<file path="src/rtl/tmrbank_pkg.sv">
package tmrbank_pkg;

    typedef enum logic [1:0] {
        WSEL_COUNT   = 2'd0,
        WSEL_RELOAD  = 2'd1,
        WSEL_MATCH_A = 2'd2,
        WSEL_MATCH_B = 2'd3
    } word_sel_e;

    localparam int unsigned SLOT_BYTES = 16;
    localparam int unsigned NIB_W      = 4;

endpackage

</file>
<file path="src/rtl/tmrbank_dec.sv">
module tmrbank_dec
    import tmrbank_pkg::*;
#(
    parameter int unsigned AW     = 8,
    parameter int unsigned NT     = 8,
    parameter int unsigned LOW_NT = 3,
    localparam int unsigned IW    = (NT > 1) ? $clog2(NT) : 1
) (
    input  logic [AW-1:0] addr,
    output logic          aligned,
    output logic          is_tmr,
    output logic [IW-1:0] idx,
    output word_sel_e     wsel,
    output logic          is_ctrl,
    output logic          is_stat
);
    localparam int unsigned CTRL_OFF = LOW_NT * SLOT_BYTES;
    localparam int unsigned STAT_OFF = CTRL_OFF + 4;
    localparam int unsigned HI_BASE  = CTRL_OFF + SLOT_BYTES;
    localparam int unsigned HI_END   = HI_BASE + (NT - LOW_NT) * SLOT_BYTES;
    localparam logic [AW-5:0] ONE    = 1;

    logic [31:0]   addr_ext;
    logic [AW-5:0] slot;

    assign addr_ext = 32'(addr);
    assign slot     = addr[AW-1:4];
    assign aligned  = (addr[1:0] == 2'b00);
    assign wsel     = word_sel_e'(addr[3:2]);

    always_comb begin
        is_tmr  = 1'b0;
        idx     = '0;
        is_ctrl = 1'b0;
        is_stat = 1'b0;
        if (addr_ext < CTRL_OFF) begin
            is_tmr = 1'b1;
            idx    = IW'(slot);
        end else if (addr_ext >= HI_BASE && addr_ext < HI_END) begin
            is_tmr = 1'b1;
            idx    = IW'(slot - ONE);
        end else if (addr_ext == CTRL_OFF) begin
            is_ctrl = 1'b1;
        end else if (addr_ext == STAT_OFF) begin
            is_stat = 1'b1;
        end
    end
endmodule

</file>
<file path="src/rtl/tmrbank_ctrlseq.sv">
module tmrbank_ctrlseq
    import tmrbank_pkg::*;
#(
    parameter int unsigned NT          = 8,
    parameter int unsigned PULSE_FIRST = 4,
    localparam int unsigned CW         = NT * NIB_W
) (
    input  logic          clk,
    input  logic          rst_n,
    input  logic          wr,
    input  logic [CW-1:0] wdata,
    output logic [CW-1:0] ctrl_rd,
    output logic [CW-1:0] cfg
);
    typedef struct packed {
        logic [CW-1:0] ctrl;
        logic [CW-1:0] cfg;
        logic          pend;
    } seq_t;

    seq_t          st_q;
    seq_t          st_d;
    logic [CW-1:0] stage_cfg;
    logic [CW-1:0] final_cfg;

    for (genvar i = 0; i < NT; i++) begin : g_chan
        localparam logic [3:0] KEEP = (i >= PULSE_FIRST) ? 4'hF : 4'h7;
        logic [3:0] old_n;
        logic [3:0] new_n;
        assign old_n = st_q.cfg[NIB_W*i +: NIB_W];
        assign new_n = wdata[NIB_W*i +: NIB_W] & KEEP;
        // enable flips are split from the other bits: off first, on last
        assign stage_cfg[NIB_W*i +: NIB_W] =
            (old_n[0] != new_n[0]) ? (new_n[0] ? {new_n[3:1], 1'b0}
                                                : {old_n[3:1], 1'b0})
                                   : new_n;
        assign final_cfg[NIB_W*i +: NIB_W] = st_q.ctrl[NIB_W*i +: NIB_W] & KEEP;
    end

    always_comb begin
        st_d = st_q;
        if (wr) begin
            st_d.ctrl = wdata;
            st_d.cfg  = stage_cfg;
            st_d.pend = 1'b1;
        end else if (st_q.pend) begin
            st_d.cfg  = final_cfg;
            st_d.pend = 1'b0;
        end
    end

    always_ff @(posedge clk) begin
        if (!rst_n) st_q <= '0;
        else        st_q <= st_d;
    end

    assign ctrl_rd = st_q.ctrl;
    assign cfg     = st_q.cfg;
endmodule

</file>
<file path="src/rtl/multi_timer_regbank.sv">
module multi_timer_regbank
    import tmrbank_pkg::*;
#(
    parameter int unsigned AW          = 8,
    parameter int unsigned DW          = 32,
    parameter int unsigned NT          = 8,
    parameter int unsigned LOW_NT      = 3,
    parameter int unsigned PULSE_FIRST = 4
) (
    input  logic             clk,
    input  logic             rst_n,
    input  logic             bus_valid,
    input  logic             bus_write,
    input  logic [AW-1:0]    bus_addr,
    input  logic [DW-1:0]    bus_wdata,
    output logic [DW-1:0]    bus_rdata,
    output logic [NT*4-1:0]  ch_cfg,
    output logic [NT*DW-1:0] ch_reload,
    output logic [NT*DW-1:0] ch_match_a,
    output logic [NT*DW-1:0] ch_match_b,
    output logic [NT-1:0]    ch_count_wr,
    output logic [DW-1:0]    ch_count_wdata,
    input  logic [NT*DW-1:0] ch_count_in,
    input  logic [NT-1:0]    ch_event,
    output logic [NT-1:0]    irq_status
);
    localparam int unsigned IW = (NT > 1) ? $clog2(NT) : 1;
    localparam int unsigned CW = NT * NIB_W;

    typedef struct packed {
        logic [NT-1:0][DW-1:0] reload;
        logic [NT-1:0][DW-1:0] match_a;
        logic [NT-1:0][DW-1:0] match_b;
        logic [DW-1:0]         rdata;
        logic [NT-1:0]         cnt_wr;
        logic [DW-1:0]         cnt_wdata;
        logic [NT-1:0]         stat;
    } bank_t;

    bank_t         bk_q;
    bank_t         bk_d;
    logic          dec_aligned;
    logic          dec_tmr;
    logic [IW-1:0] dec_idx;
    word_sel_e     dec_wsel;
    logic          dec_ctrl;
    logic          dec_stat;
    logic          acc_wr;
    logic          acc_rd;
    logic [CW-1:0] ctrl_rd;

    tmrbank_dec #(.AW(AW), .NT(NT), .LOW_NT(LOW_NT)) u_dec (
        .addr    (bus_addr),
        .aligned (dec_aligned),
        .is_tmr  (dec_tmr),
        .idx     (dec_idx),
        .wsel    (dec_wsel),
        .is_ctrl (dec_ctrl),
        .is_stat (dec_stat)
    );

    assign acc_wr = bus_valid && dec_aligned &&  bus_write;
    assign acc_rd = bus_valid && dec_aligned && !bus_write;

    tmrbank_ctrlseq #(.NT(NT), .PULSE_FIRST(PULSE_FIRST)) u_seq (
        .clk     (clk),
        .rst_n   (rst_n),
        .wr      (acc_wr && dec_ctrl),
        .wdata   (bus_wdata[CW-1:0]),
        .ctrl_rd (ctrl_rd),
        .cfg     (ch_cfg)
    );

    always_comb begin
        bk_d        = bk_q;
        bk_d.cnt_wr = '0;
        bk_d.rdata  = '0;

        if (acc_wr && dec_stat) bk_d.stat = bk_q.stat & bus_wdata[NT-1:0];
        bk_d.stat = bk_d.stat | ch_event;

        if (acc_wr && dec_tmr) begin
            case (dec_wsel)
                WSEL_COUNT: begin
                    bk_d.cnt_wr[dec_idx] = 1'b1;
                    bk_d.cnt_wdata       = bus_wdata;
                end
                WSEL_RELOAD:  bk_d.reload[dec_idx]  = bus_wdata;
                WSEL_MATCH_A: bk_d.match_a[dec_idx] = bus_wdata;
                default:      bk_d.match_b[dec_idx] = bus_wdata;
            endcase
        end

        if (acc_rd) begin
            if (dec_tmr) begin
                case (dec_wsel)
                    WSEL_COUNT:   bk_d.rdata = ch_count_in[dec_idx*DW +: DW];
                    WSEL_RELOAD:  bk_d.rdata = bk_q.reload[dec_idx];
                    WSEL_MATCH_A: bk_d.rdata = bk_q.match_a[dec_idx];
                    default:      bk_d.rdata = bk_q.match_b[dec_idx];
                endcase
            end else if (dec_ctrl) begin
                bk_d.rdata = DW'(ctrl_rd);
            end else if (dec_stat) begin
                bk_d.rdata = DW'(bk_q.stat);
            end
        end
    end

    always_ff @(posedge clk) begin
        if (!rst_n) bk_q <= '0;
        else        bk_q <= bk_d;
    end

    assign bus_rdata      = bk_q.rdata;
    assign ch_reload      = bk_q.reload;
    assign ch_match_a     = bk_q.match_a;
    assign ch_match_b     = bk_q.match_b;
    assign ch_count_wr    = bk_q.cnt_wr;
    assign ch_count_wdata = bk_q.cnt_wdata;
    assign irq_status     = bk_q.stat;
endmodule

</file>
<file path="config.mk">
export PLATFORM = sky130hd
export DESIGN_NAME = multi_timer_regbank
export DESIGN_NICKNAME = d
export VERILOG_FILES = /design/src/rtl/tmrbank_pkg.sv /design/src/rtl/tmrbank_dec.sv /design/src/rtl/tmrbank_ctrlseq.sv /design/src/rtl/multi_timer_regbank.sv
export SDC_FILE = /design/constraint.sdc
export NUM_CORES = 2
export LEC_CHECK = 0
export BUFFER_PORTS_ARGS = -buffer_cell sky130_fd_sc_hd__buf_2
export CORE_AREA = 2 2 459 461
export DETAILED_ROUTE_END_ITERATION = 10
export DIE_AREA = 0 0 461 463
export PLACE_DENSITY = 0.36
export SLEW_MARGIN = 10
export SYNTH_ARGS = -nofsm -noshare
export SYNTH_HDL_FRONTEND = slang
export SYNTH_SLANG_ARGS = --single-unit
</file>
<file path="constraint.sdc">
create_clock -name clk -period 5.03 [get_ports clk]
set_input_delay 0.503 -clock clk [delete_from_list [all_inputs] [get_ports clk]]
set_output_delay 0.503 -clock clk [all_outputs]
set_load 0.01 [all_outputs]
</file>
==> flow_summary.ini <==
[floorplanning]
io-pin-count = 1188
dieWidth_um = 461
floorplan.die_area_mm2 = 0.2134
design.core.area_mm2 = 0.2085
floorplan.initialDensity_pct = 20.51
core.rowCount = 168
floorplan.die.height_um = 463

[final_layout]
final-seq-area_mm2 = 0.01820
final_common_cell = sky130_fd_sc_hd__nand2_1
multi_input_area_mm2 = 0.02251
final_cell_mix = sky130_fd_sc_hd__nand2_1, sky130_fd_sc_hd__buf_2, sky130_fd_sc_hd__dfxtp_1
layoutNonFillerInstCount = 9430
n_fill_cell = 22890
drive_above_1_share_pct = 26.66
syn_to_final_growth_pct = 32.53
num-nets-final = 6811

[timing]
timing.fmax_mhz = 227.7
timing.final.hold_violations = 0
timing.clock.skew_ns = 0.02311
final_min_period_over_clock_period_pct = 87.30
final.min_clock_period_ns = 4.391
fin_tns_setup_ns = 0
report.final.slew_viol_count = 0
slew_at_the_pin_closest_to_its_max_slew_limit_ns = 1.298
final-setup-viol-count = 0
rsz0062_at_grt = false
maxSlewHeadroom_pct = 12.53

[critical_path]
worstPathArrival_ns = 5.08
timing.reg2reg.worst_path_depth = 6
end_kind = register
crit_path_max_incr_delay_ns = 1.01
critPathTopFamily = compound AO/OA/AOI/OAI gates
worstSetupPathType = in -> reg
crit_path_max_fanout = 25
critical-path-top-cell-by-count = sky130_fd_sc_hd__buf_4
crit_required_ns = 5.71
critical-path-slowest-cell = sky130_fd_sc_hd__a221oi_1
crit_chain = buf_2, buf_4, buf_4, nor3b_1, or3_4, nand2_4, buf_12, o221ai_1, a221oi_1, buf_4, a221oi_1, o32ai_1
cp_num_buf_inv = 5
timing.critical_path.from_type = input pin
crit_cells = 12

[yosys]
avgSynthCellArea_um2 = 7.775
yosys_most_used_dff = sky130_fd_sc_hd__dfxtp_1
synth-warning-count = 0
synth_sequential_area_ratio_pct = 42.54
yosys.area.top_type = sky130_fd_sc_hd__dfxtp_1
synth_enable_flop_cells = 0
synth_top_area_share_pct = 42.54
asyncSetResetFlopFracSynth_pct = 0
ys_types = 88
synth_area_leaders = sky130_fd_sc_hd__dfxtp_1, sky130_fd_sc_hd__nand2_1, sky130_fd_sc_hd__a21boi_0
syn-cell-area_mm2 = 0.04277
post_syn_instances = 5501
ys_seq_elements = 909

[global_routing]
wire_length_of_the_first_global_routing_pass_um = 476900
initial_antenna_violation_count = 75
grt.overflow.total = 0
largest_net_degree_at_the_start_of_global_routing = 205
gr-usage-all-layers_pct = 33.40
first_global_vias = 45950

[clocking]
clock-root-buffer = sky130_fd_sc_hd__clkbuf_16
post_cts.repair.setup_buffers = 0
clk_transition_reported_paths_ns = 0.06
clk_latency_ns = 0.80
cts-buffers-inserted = 116
numClockSinks = 909
cts_tree = built
ctsLongestPathBuffers = 3
ctsHtreeMaxLevel = 3

[route]
detailed_routing_iteration_count_for_the_pre_antenna_repair_pass = 6
vias_per_cell = 5.205
overall_routed_net_length_um = 372000
num_vias = 49080
ant_nets = 0
post-route-drc-count = 0
dr.first_iter.drc_count = 6101
wire_per_inst_um = 39.45

[hold_path]
min_path_cells = 2
holdCritPathClass = in -> reg

[place]
place.port_buffers = 1183
gpl.final_weighted_congestion = 0.9006
hpwlAfterDp_um = 278100
placed_cells_incl_taps = 9179

[power_and_ir_drop]
worst_ir_drop_vdd_mv = 0.2871
power.density_cell_area_mw_per_mm2 = 329.0
total_leakage_power_nw = 22.41

[job]
max-cap-violations = 0

[run_status]
status = finished clean
==> synthesized netlist by cell type, types with 20 or more instances <==
| cell | n |
|---|---|
| sky130_fd_sc_hd__a22o_1 | 27 |
| sky130_fd_sc_hd__buf_4 | 45 |
| sky130_fd_sc_hd__a21boi_1 | 400 |
| sky130_fd_sc_hd__nor2b_1 | 37 |
| sky130_fd_sc_hd__a221oi_1 | 48 |
| sky130_fd_sc_hd__a31oi_1 | 56 |
| sky130_fd_sc_hd__o22ai_1 | 124 |
| sky130_fd_sc_hd__a32oi_1 | 20 |
| sky130_fd_sc_hd__nor3_1 | 30 |
| sky130_fd_sc_hd__a21boi_0 | 418 |
| sky130_fd_sc_hd__dfxtp_1 | 909 |
| sky130_fd_sc_hd__mux2_2 | 37 |
| sky130_fd_sc_hd__o211ai_1 | 20 |
| sky130_fd_sc_hd__o21a_1 | 28 |
| sky130_fd_sc_hd__o21ai_1 | 32 |
| sky130_fd_sc_hd__o22a_1 | 23 |
| sky130_fd_sc_hd__a22oi_1 | 48 |
| sky130_fd_sc_hd__o221ai_1 | 63 |
| sky130_fd_sc_hd__buf_2 | 114 |
| sky130_fd_sc_hd__nand2_1 | 1947 |
| sky130_fd_sc_hd__mux2i_1 | 72 |
| sky130_fd_sc_hd__clkbuf_1 | 404 |
| sky130_fd_sc_hd__nand3_1 | 50 |
| sky130_fd_sc_hd__a21oi_1 | 101 |
| sky130_fd_sc_hd__o21ai_0 | 90 |
| sky130_fd_sc_hd__nor2_1 | 127 |
==> cells by family after synthesis <==
logic type               after synthesis  share of synthesized area (%)
buffers and inverters                581                          5.845
AO/OA/AOI/OAI                       1621                          27.58
AND/OR/NAND/NOR                     2268                          21.04
multiplexers                         119                          2.922
other                                  1                       0.008767
adder cells (fa/ha/maj)                2                        0.05850
flip-flops                           909                          42.54
==> final cells by class <==
cell class	count	area share, %
Clock buffer	182	6.211
Clock inverter	36	0.8718
Tap cell	2805	6.191
Timing Repair Buffer	1450	14.74
Sequential cell	909	32.10
Inverter	10	0.06622
Multi-Input combinational cell	4014	39.71
Antenna cell	24	0.1059
==> per-layer routing <==
metal,part of all wire [%],GRT usage (%)
met1,42,43.26
met2,44,52.34
met3,8.9,8.451
met4,5.0,14.06
met5,0.044,0
==> per-stage QoR <==
stage	setup WS, ns	hold WS (ns)	total power [mW]	util (%)	instance area (um2)
2_1_floorplan	1.849	0.4417	8.312	-	42780
3_3_place_gp	-0.1956	0.4408	9.726	25.18	52510
3_5_place_dp	-0.2213	0.4461	9.730	25.19	52520
4_1_cts	0.6358	0.08426	18.77	27.16	56630
5_1_grt	0.5988	0.1162	19.02	27.17	56660
6_report	0.6387	0.1406	18.65	27.19	56690
==> repair_timing <==
item	4_1_cts	5_1_grt
endpoints found under the hold margin	9	0
gates resized for setup	0	0
hold buffers	9	0
setup endpoints to repair	0	0
==> registers in the layout, indices dropped and copies added (netlist names) <==
name            flops
bus_rdata          32
ch_count_wdata     32
ch_count_wr         8
ch_match_a        256
ch_match_b        256
ch_reload         256
irq_status          8
u_seq.cfg          28
u_seq.ctrl_rd      32
u_seq.st_q          1
==> worst paths after layout <==
kind                                        start                end  slack (ns)
worst min-delay path                        rst_n    ch_match_b[166]        0.14
worst min register to register  ch_count_wdata[8]  ch_count_wdata[8]        0.46
worst max-delay path                  bus_addr[4]       bus_rdata[5]        0.64
worst max register to register     ch_match_a[45]      bus_rdata[13]        2.72
==> power by group <==
part / internal (mW) / switching (mW)
Sequential: 7.21 / 0.0168
Clock: 5.26 / 3.79
Combinational: 0.630 / 1.75
Total: 13.1 / 5.55
(Power assumes the default switching activity.)
